<file path="src/rtl/acc_pkg.sv">
package acc_pkg;
   localparam int RR_W = 12;

   typedef enum logic [3:0] {
      OP_NONE, OP_CLA, OP_CLE, OP_CMA, OP_CME, OP_ROR, OP_ROL,
      OP_INC, OP_AND, OP_ADD, OP_LDA, OP_CHR
   } op_t;
endpackage

</file>
<file path="src/rtl/acc_rr_decode.sv">
module acc_rr_decode
   import acc_pkg::*;
(
   input  logic [RR_W-1:0] field,
   output logic            valid,
   output op_t             op,
   output logic [3:0]      skip_sel,
   output logic            halt
);
   always_comb begin
      valid    = $onehot(field);
      op       = OP_NONE;
      skip_sel = 4'b0000;
      halt     = 1'b0;
      case (field)
         12'h800: op = OP_CLA;
         12'h400: op = OP_CLE;
         12'h200: op = OP_CMA;
         12'h100: op = OP_CME;
         12'h080: op = OP_ROR;
         12'h040: op = OP_ROL;
         12'h020: op = OP_INC;
         12'h010: skip_sel = 4'b1000;
         12'h008: skip_sel = 4'b0100;
         12'h004: skip_sel = 4'b0010;
         12'h002: skip_sel = 4'b0001;
         12'h001: halt = 1'b1;
         default: ;
      endcase
   end
endmodule

</file>
<file path="src/rtl/acc_skip_eval.sv">
module acc_skip_eval #(
   parameter int DATA_W = 16
) (
   input  logic [DATA_W-1:0] acc,
   input  logic              ext,
   input  logic [3:0]        sel,
   output logic              skip
);
   logic [3:0] cond;
   always_comb begin
      cond[3] = ~acc[DATA_W-1];
      cond[2] =  acc[DATA_W-1];
      cond[1] = (acc == '0);
      cond[0] = ~ext;
      skip    = |(sel & cond);
   end
endmodule

</file>
<file path="src/rtl/acc_datapath.sv">
module acc_datapath
   import acc_pkg::*;
#(
   parameter int DATA_W = 16,
   parameter int CHAR_W = 8
) (
   input  op_t               op,
   input  logic [DATA_W-1:0] acc,
   input  logic              ext,
   input  logic [DATA_W-1:0] dr,
   input  logic [CHAR_W-1:0] chr,
   output logic [DATA_W-1:0] acc_n,
   output logic              ext_n
);
   logic [DATA_W-1:0] chr_merged;
   logic [DATA_W:0]   sum;

   generate
      if (CHAR_W == DATA_W) begin : g_chr_full
         assign chr_merged = chr;
      end else begin : g_chr_low
         assign chr_merged = {acc[DATA_W-1:CHAR_W], chr};
      end
   endgenerate

   assign sum = {1'b0, acc} + {1'b0, dr};

   always_comb begin
      acc_n = acc;
      ext_n = ext;
      unique case (op)
         OP_CLA:  acc_n = '0;
         OP_CLE:  ext_n = 1'b0;
         OP_CMA:  acc_n = ~acc;
         OP_CME:  ext_n = ~ext;
         OP_ROR:  {acc_n, ext_n} = {ext, acc};
         OP_ROL:  {ext_n, acc_n} = {acc, ext};
         OP_INC:  acc_n = acc + 1'b1;
         OP_AND:  acc_n = acc & dr;
         OP_ADD:  {ext_n, acc_n} = sum;
         OP_LDA:  acc_n = dr;
         OP_CHR:  acc_n = chr_merged;
         default: ;
      endcase
   end
endmodule

</file>
<file path="src/rtl/acc_e_unit.sv">
module acc_e_unit
   import acc_pkg::*;
#(
   parameter int DATA_W = 16,
   parameter int CHAR_W = 8
) (
   input  logic              clk,
   input  logic              rst_n,
   input  logic              rr_go,
   input  logic [RR_W-1:0]   rr_field,
   input  logic              and_go,
   input  logic              add_go,
   input  logic              load_go,
   input  logic              chr_go,
   input  logic [DATA_W-1:0] dr_in,
   input  logic [CHAR_W-1:0] chr_in,
   output logic [DATA_W-1:0] acc_q,
   output logic              ext_q,
   output logic              skip_p,
   output logic              halt_p
);
   generate
      if (CHAR_W > DATA_W || CHAR_W < 1) begin : g_bad_char_w
         $error("acc_e_unit: CHAR_W must lie in 1..DATA_W");
      end
      if (DATA_W < 2) begin : g_bad_data_w
         $error("acc_e_unit: DATA_W must be at least 2");
      end
   endgenerate

   logic              rr_valid, rr_halt, skip_d;
   op_t               rr_op, op_sel;
   logic [3:0]        rr_skip_sel, skip_sel;
   logic [DATA_W-1:0] acc_n;
   logic              ext_n;

   acc_rr_decode u_dec (
      .field(rr_field), .valid(rr_valid), .op(rr_op),
      .skip_sel(rr_skip_sel), .halt(rr_halt)
   );

   always_comb begin
      if (rr_go)        op_sel = rr_valid ? rr_op : OP_NONE;
      else if (load_go) op_sel = OP_LDA;
      else if (add_go)  op_sel = OP_ADD;
      else if (and_go)  op_sel = OP_AND;
      else if (chr_go)  op_sel = OP_CHR;
      else              op_sel = OP_NONE;
   end

   assign skip_sel = (rr_go && rr_valid) ? rr_skip_sel : 4'b0000;

   acc_skip_eval #(.DATA_W(DATA_W)) u_skip (
      .acc(acc_q), .ext(ext_q), .sel(skip_sel), .skip(skip_d)
   );

   acc_datapath #(.DATA_W(DATA_W), .CHAR_W(CHAR_W)) u_dp (
      .op(op_sel), .acc(acc_q), .ext(ext_q), .dr(dr_in), .chr(chr_in),
      .acc_n(acc_n), .ext_n(ext_n)
   );

   always_ff @(posedge clk) begin
      if (!rst_n) begin
         acc_q  <= '0;
         ext_q  <= 1'b0;
         skip_p <= 1'b0;
         halt_p <= 1'b0;
      end else begin
         acc_q  <= acc_n;
         ext_q  <= ext_n;
         skip_p <= skip_d;
         halt_p <= rr_go && rr_valid && rr_halt;
      end
   end

   // clear of the accumulator lands on the next edge
   a_r2_clear_acc: assert property (@(posedge clk) disable iff (!rst_n)
      (rr_go && rr_field == 12'h800) |=> (acc_q == '0));

   // increment never touches the extension bit
   a_r5_inc_keeps_ext: assert property (@(posedge clk) disable iff (!rst_n)
      (rr_go && rr_field == 12'h020) |=> (ext_q == $past(ext_q)));

   // a skip pulse only follows a skip-class register operation
   a_r6_skip_source: assert property (@(posedge clk) disable iff (!rst_n)
      skip_p |-> ($past(rr_go) && $past(|rr_field[4:1])));

   // a halt pulse only follows the halt code
   a_r7_halt_source: assert property (@(posedge clk) disable iff (!rst_n)
      halt_p |-> ($past(rr_go) && $past(rr_field) == 12'h001));

   // malformed field changes nothing
   a_r8_bad_field_inert: assert property (@(posedge clk) disable iff (!rst_n)
      (rr_go && !$onehot(rr_field)) |=>
         ($stable(acc_q) && $stable(ext_q) && !skip_p && !halt_p));

   // character input leaves the upper bits alone
   generate
      if (CHAR_W < DATA_W) begin : g_chr_chk
         a_r12_chr_keeps_high: assert property (@(posedge clk) disable iff (!rst_n)
            (chr_go && !rr_go && !load_go && !add_go && !and_go) |=>
               (acc_q[DATA_W-1:CHAR_W] == $past(acc_q[DATA_W-1:CHAR_W])));
      end
   endgenerate
endmodule

</file>
<file path="config.mk">
export PLATFORM = sky130hd
export DESIGN_NAME = acc_e_unit
export DESIGN_NICKNAME = d
export VERILOG_FILES = /design/src/rtl/acc_pkg.sv /design/src/rtl/acc_rr_decode.sv /design/src/rtl/acc_skip_eval.sv /design/src/rtl/acc_datapath.sv /design/src/rtl/acc_e_unit.sv
export SDC_FILE = /design/constraint.sdc
export NUM_CORES = 1
export LEC_CHECK = 0
export BUFFER_PORTS_ARGS = -buffer_cell sky130_fd_sc_hd__buf_2
export CAP_MARGIN = 20
export CELL_PAD_IN_SITES_DETAIL_PLACEMENT = 0
export CELL_PAD_IN_SITES_GLOBAL_PLACEMENT = 1
export CORE_UTILIZATION = 30
export DETAILED_ROUTE_END_ITERATION = 8
export GPL_ROUTABILITY_DRIVEN = 1
export PLACE_DENSITY = 0.7
export SYNTH_ARGS = -nofsm -noshare
export SYNTH_HDL_FRONTEND = slang
export SYNTH_SLANG_ARGS = --single-unit
</file>
<file path="constraint.sdc">
create_clock -name clk -period 4.88 [get_ports clk]
set_input_delay 0.244 -clock clk [delete_from_list [all_inputs] [get_ports clk]]
set_output_delay 0.244 -clock clk [all_outputs]
set_load 0.02 [all_outputs]
</file>
==> flow_metrics.env <==
export IMPL_die_x_um=110
export IMPL_startpoint_type="input port"
export IMPL_final_nets=598
export IMPL_cts_buffers=3
export IMPL_crit_type="in -> reg"
export IMPL_startpoint="rr_field[10]"
export IMPL_synth_fa_ha_area_share_pct=21.2
export IMPL_stdcell_area_mm2=0.00405
export IMPL_cpLargestDelayFamily="adder cells"
export IMPL_dr_pass1_iters=5
export IMPL_cts_root_buf="clkbuf_16"
export IMPL_cp_arrival_ns=4.73
export IMPL_drt_vias_per_instance=5.65
export IMPL_cp_depth=18
export IMPL_min_period_ns=4.58
export IMPL_fmax_mhz=218
export IMPL_dpl_worst_slack_ns=-0.0305
export IMPL_boundaryPins=62
export IMPL_power_density_mw_per_mm2=192
export IMPL_drc=0
export IMPL_grt_pass1_vias=3543
export IMPL_worstPathRequired_ns=5.03
export IMPL_ff2ff_path_depth=9
export IMPL_ys_ff_latch=19
export IMPL_worst_pin_slew_ns=0.729
export IMPL_slew_headroom_pct=51.0
export IMPL_syn_nets=537
export IMPL_synth_simple_area_share_pct=23.2
export IMPL_fp_dieH_um=110
export IMPL_num_rows=38
export IMPL_cts_htree_levels=1
export IMPL_synth_ff_type="dfxtp_1"
export IMPL_synth_top_family_by_area="compound AO/OA/AOI/OAI gates"
export IMPL_crit_end="acc_q[9]"
export IMPL_clk_path_buf_depth=2
export IMPL_final_layout_size_suffix_gt1_share_pct=21.2
export IMPL_critPathSlowestCell="fa_1"
export IMPL_synth_cell_types=74
export IMPL_rsz0062_at_grt="no"
export IMPL_drt_wl_total_mm=11.1
export IMPL_clock_sinks=19
export IMPL_gp_congestion=0.827
export IMPL_synthMuxAreaShare_pct=2.63
export IMPL_clock_latency_ns=0.26
export IMPL_min_period_over_period_pct=93.9
export IMPL_irDropWorstVdd_v=0.000141
export IMPL_synth_compound_area_share_pct=30.9
export IMPL_hp_class="in -> reg"
export IMPL_coreArea_mm2=0.0111
export IMPL_min_delay_start="dr_in[4]"
export IMPL_start_util_pct=31.4
export IMPL_io_buffers=61
export IMPL_r2r_start="acc_q[0]"
export IMPL_wl_per_cell_um=17.3
export IMPL_syn_area_mm2=0.00347
export IMPL_finalHoldViolations=0
export IMPL_async_flop_share_pct=0
export IMPL_grt_max_degree=17
export IMPL_die_area_mm2=0.0120
export IMPL_antenna_found_initial=0
export IMPL_layout_setup_ws_ns=0.296
export IMPL_slew_violations=0
export IMPL_syn_area_per_cell_um2=7.90
export IMPL_detail_route_antenna_nets=0
export IMPL_diodes=0
export IMPL_crit_path_max_fanout=12
export IMPL_area_growth_syn_to_layout_pct=16.5
export IMPL_synth_edff_count=0
export IMPL_yosys_warnings=0
export IMPL_worstPathCellList="buf_2 > inv_1 > ha_1 > inv_1 > fa_1 > fa_1 > inv_1 > fa_1 > ha_1 > inv_1 > fa_1 > and4b_1 > and4_4 > o22ai_4 > nor3_4 > a222oi_1 > o2111ai_1 > o31a_1"
export IMPL_clock_skew_ns=0.00350
export IMPL_leakagePower_uw=0.00175
export IMPL_setup_viol_count_final=0
export IMPL_status="completed"
export IMPL_overflow=0
export IMPL_seq_area_frac_synth_pct=10.9
export IMPL_cts_tree="built"
export IMPL_vias=3619
export IMPL_r2r_setup_slack_ns=1.91
export IMPL_end_kind="flip-flop"
export IMPL_grt_pass1_wl_mm=18.0
export IMPL_drt_iter0_drc=350
export IMPL_cap_violations=0
export IMPL_synth_xor_area_share_pct=3.78
export IMPL_r2r_end="ext_q"
export IMPL_grtUsageTotal_pct=19.1
export IMPL_placed_area_mm2=0.00392
export IMPL_syn_inst=440
export IMPL_cp_num_buf_inv=5
export IMPL_hpwl_mm=8.89
export IMPL_clk_pin_slew_ns=0.06
export IMPL_critPathMaxStageDelay_ns=0.51
## cells in the mapped netlist, drive strengths merged (3+ instances only)
cell type  instances  area [µm²]
o21a               3        22.5
nand4             12        75.1
clkbuf             9        33.8
mux2i              8        80.1
a31oi             10        62.6
o211ai             4        30.0
dfxtp             19         380
a221oi             3        32.5
fa                 8         160
nand2             35         131
o31a               8        70.1
or2                6        37.5
nand3             13        65.1
a21boi             5        37.5
o2111ai            4        35.0
nand2b             4        25.0
nor2              29         111
and3              13        87.6
and2               5        31.3
inv               37         139
a32oi              3        26.3
a41oi              4        35.0
xnor2             11        96.3
nor3              17         124
nor4               7        43.8
a211oi             8        72.6
a21oi             23         119
a22oi              7        57.6
a222oi            12         120
xor2               4        35.0
o21ai             14        70.1
buf                9        78.8
a21o               3        22.5
o22ai              4        38.8
ha                46         576
## sequential cells by signal, summed over array words and instances, names as in the netlist
signal	count
acc_q	16
ext_q	1
halt_p	1
skip_p	1
## tightest hold or removal path, cell delays in order
cell and delay, ns:
buf_2 0.11, nand2_1 0.07, a31oi_1 0.07
## metal layers
| layer | track usage [%] | share of wire [%] |
|---|---|---|
| met5 | 0 | 0 |
| met4 | 4.86 | 1.6 |
| met3 | 2.25 | 5.5 |
| met2 | 33.2 | 47 |
| met1 | 25.1 | 45 |
## power breakdown
| part | internal, µW | switching, µW |
|---|---|---|
| clock network | 112 | 66.5 |
| registers | 166 | 30.5 |
| logic | 166 | 237 |
| total | 444 | 334 |
## per-stage QoR
stage                     hold WS, ns  setup TNS [ns]  std cells  power (µW)  utilization, %
after detailed placement        0.544         -0.0351        631         589            35.4
after floorplan                 0.394               0        440         480               -
final                           0.285               0        640         778            36.5
after global routing            0.294               0        640         841            36.5
after global placement          0.560               0        631         578            35.4
after CTS                       0.273               0        635         770            36.1
## placed cells by master (no fill, tap or decap), types with 10 or more instances in the layout
cell / instances
buf_2: 61
ha_1: 46
inv_1: 37
nand2_1: 35
nor2_1: 28
a21oi_1: 22
dfxtp_1: 19
o21ai_0: 14
nand3_1: 13
nor3_1: 13
a222oi_1: 12
nand4_1: 12
buf_4: 12
and3_1: 10
xnor2_1: 10
a31oi_1: 10
## final cells by class
type / count / area, µm²
multi-input cells: 365 / 2850
flip-flops and latches: 19 / 380
repair buffers: 74 / 415
fillers: 1186 / 7030
well taps: 140 / 175
clock buffers: 4 / 78.8
inverters: 38 / 143
## cells by family after synthesis
kind of cell | count (synthesis)
compound gates | 137
xor+xnor | 15
fa+ha+maj | 54
buf+inv | 56
flops | 19
mux | 9
simple gates | 150
## worst min-delay path by stage
stage,endpoint,cells after the start
6_report,acc_q[4],3
2_1_floorplan,acc_q[4],2
3_5_place_dp,acc_q[4],3
5_1_grt,acc_q[4],3
4_1_cts,acc_q[4],3
3_3_place_gp,acc_q[4],3
## what timing repair did
item / in CTS / in global routing
hold buffers: 0 / 0
endpoints found under the setup margin: 0 / 8
resized for setup: 0 / 2
setup buffers: 0 / 5
Note: power is estimated with default switching activity, not from simulation.
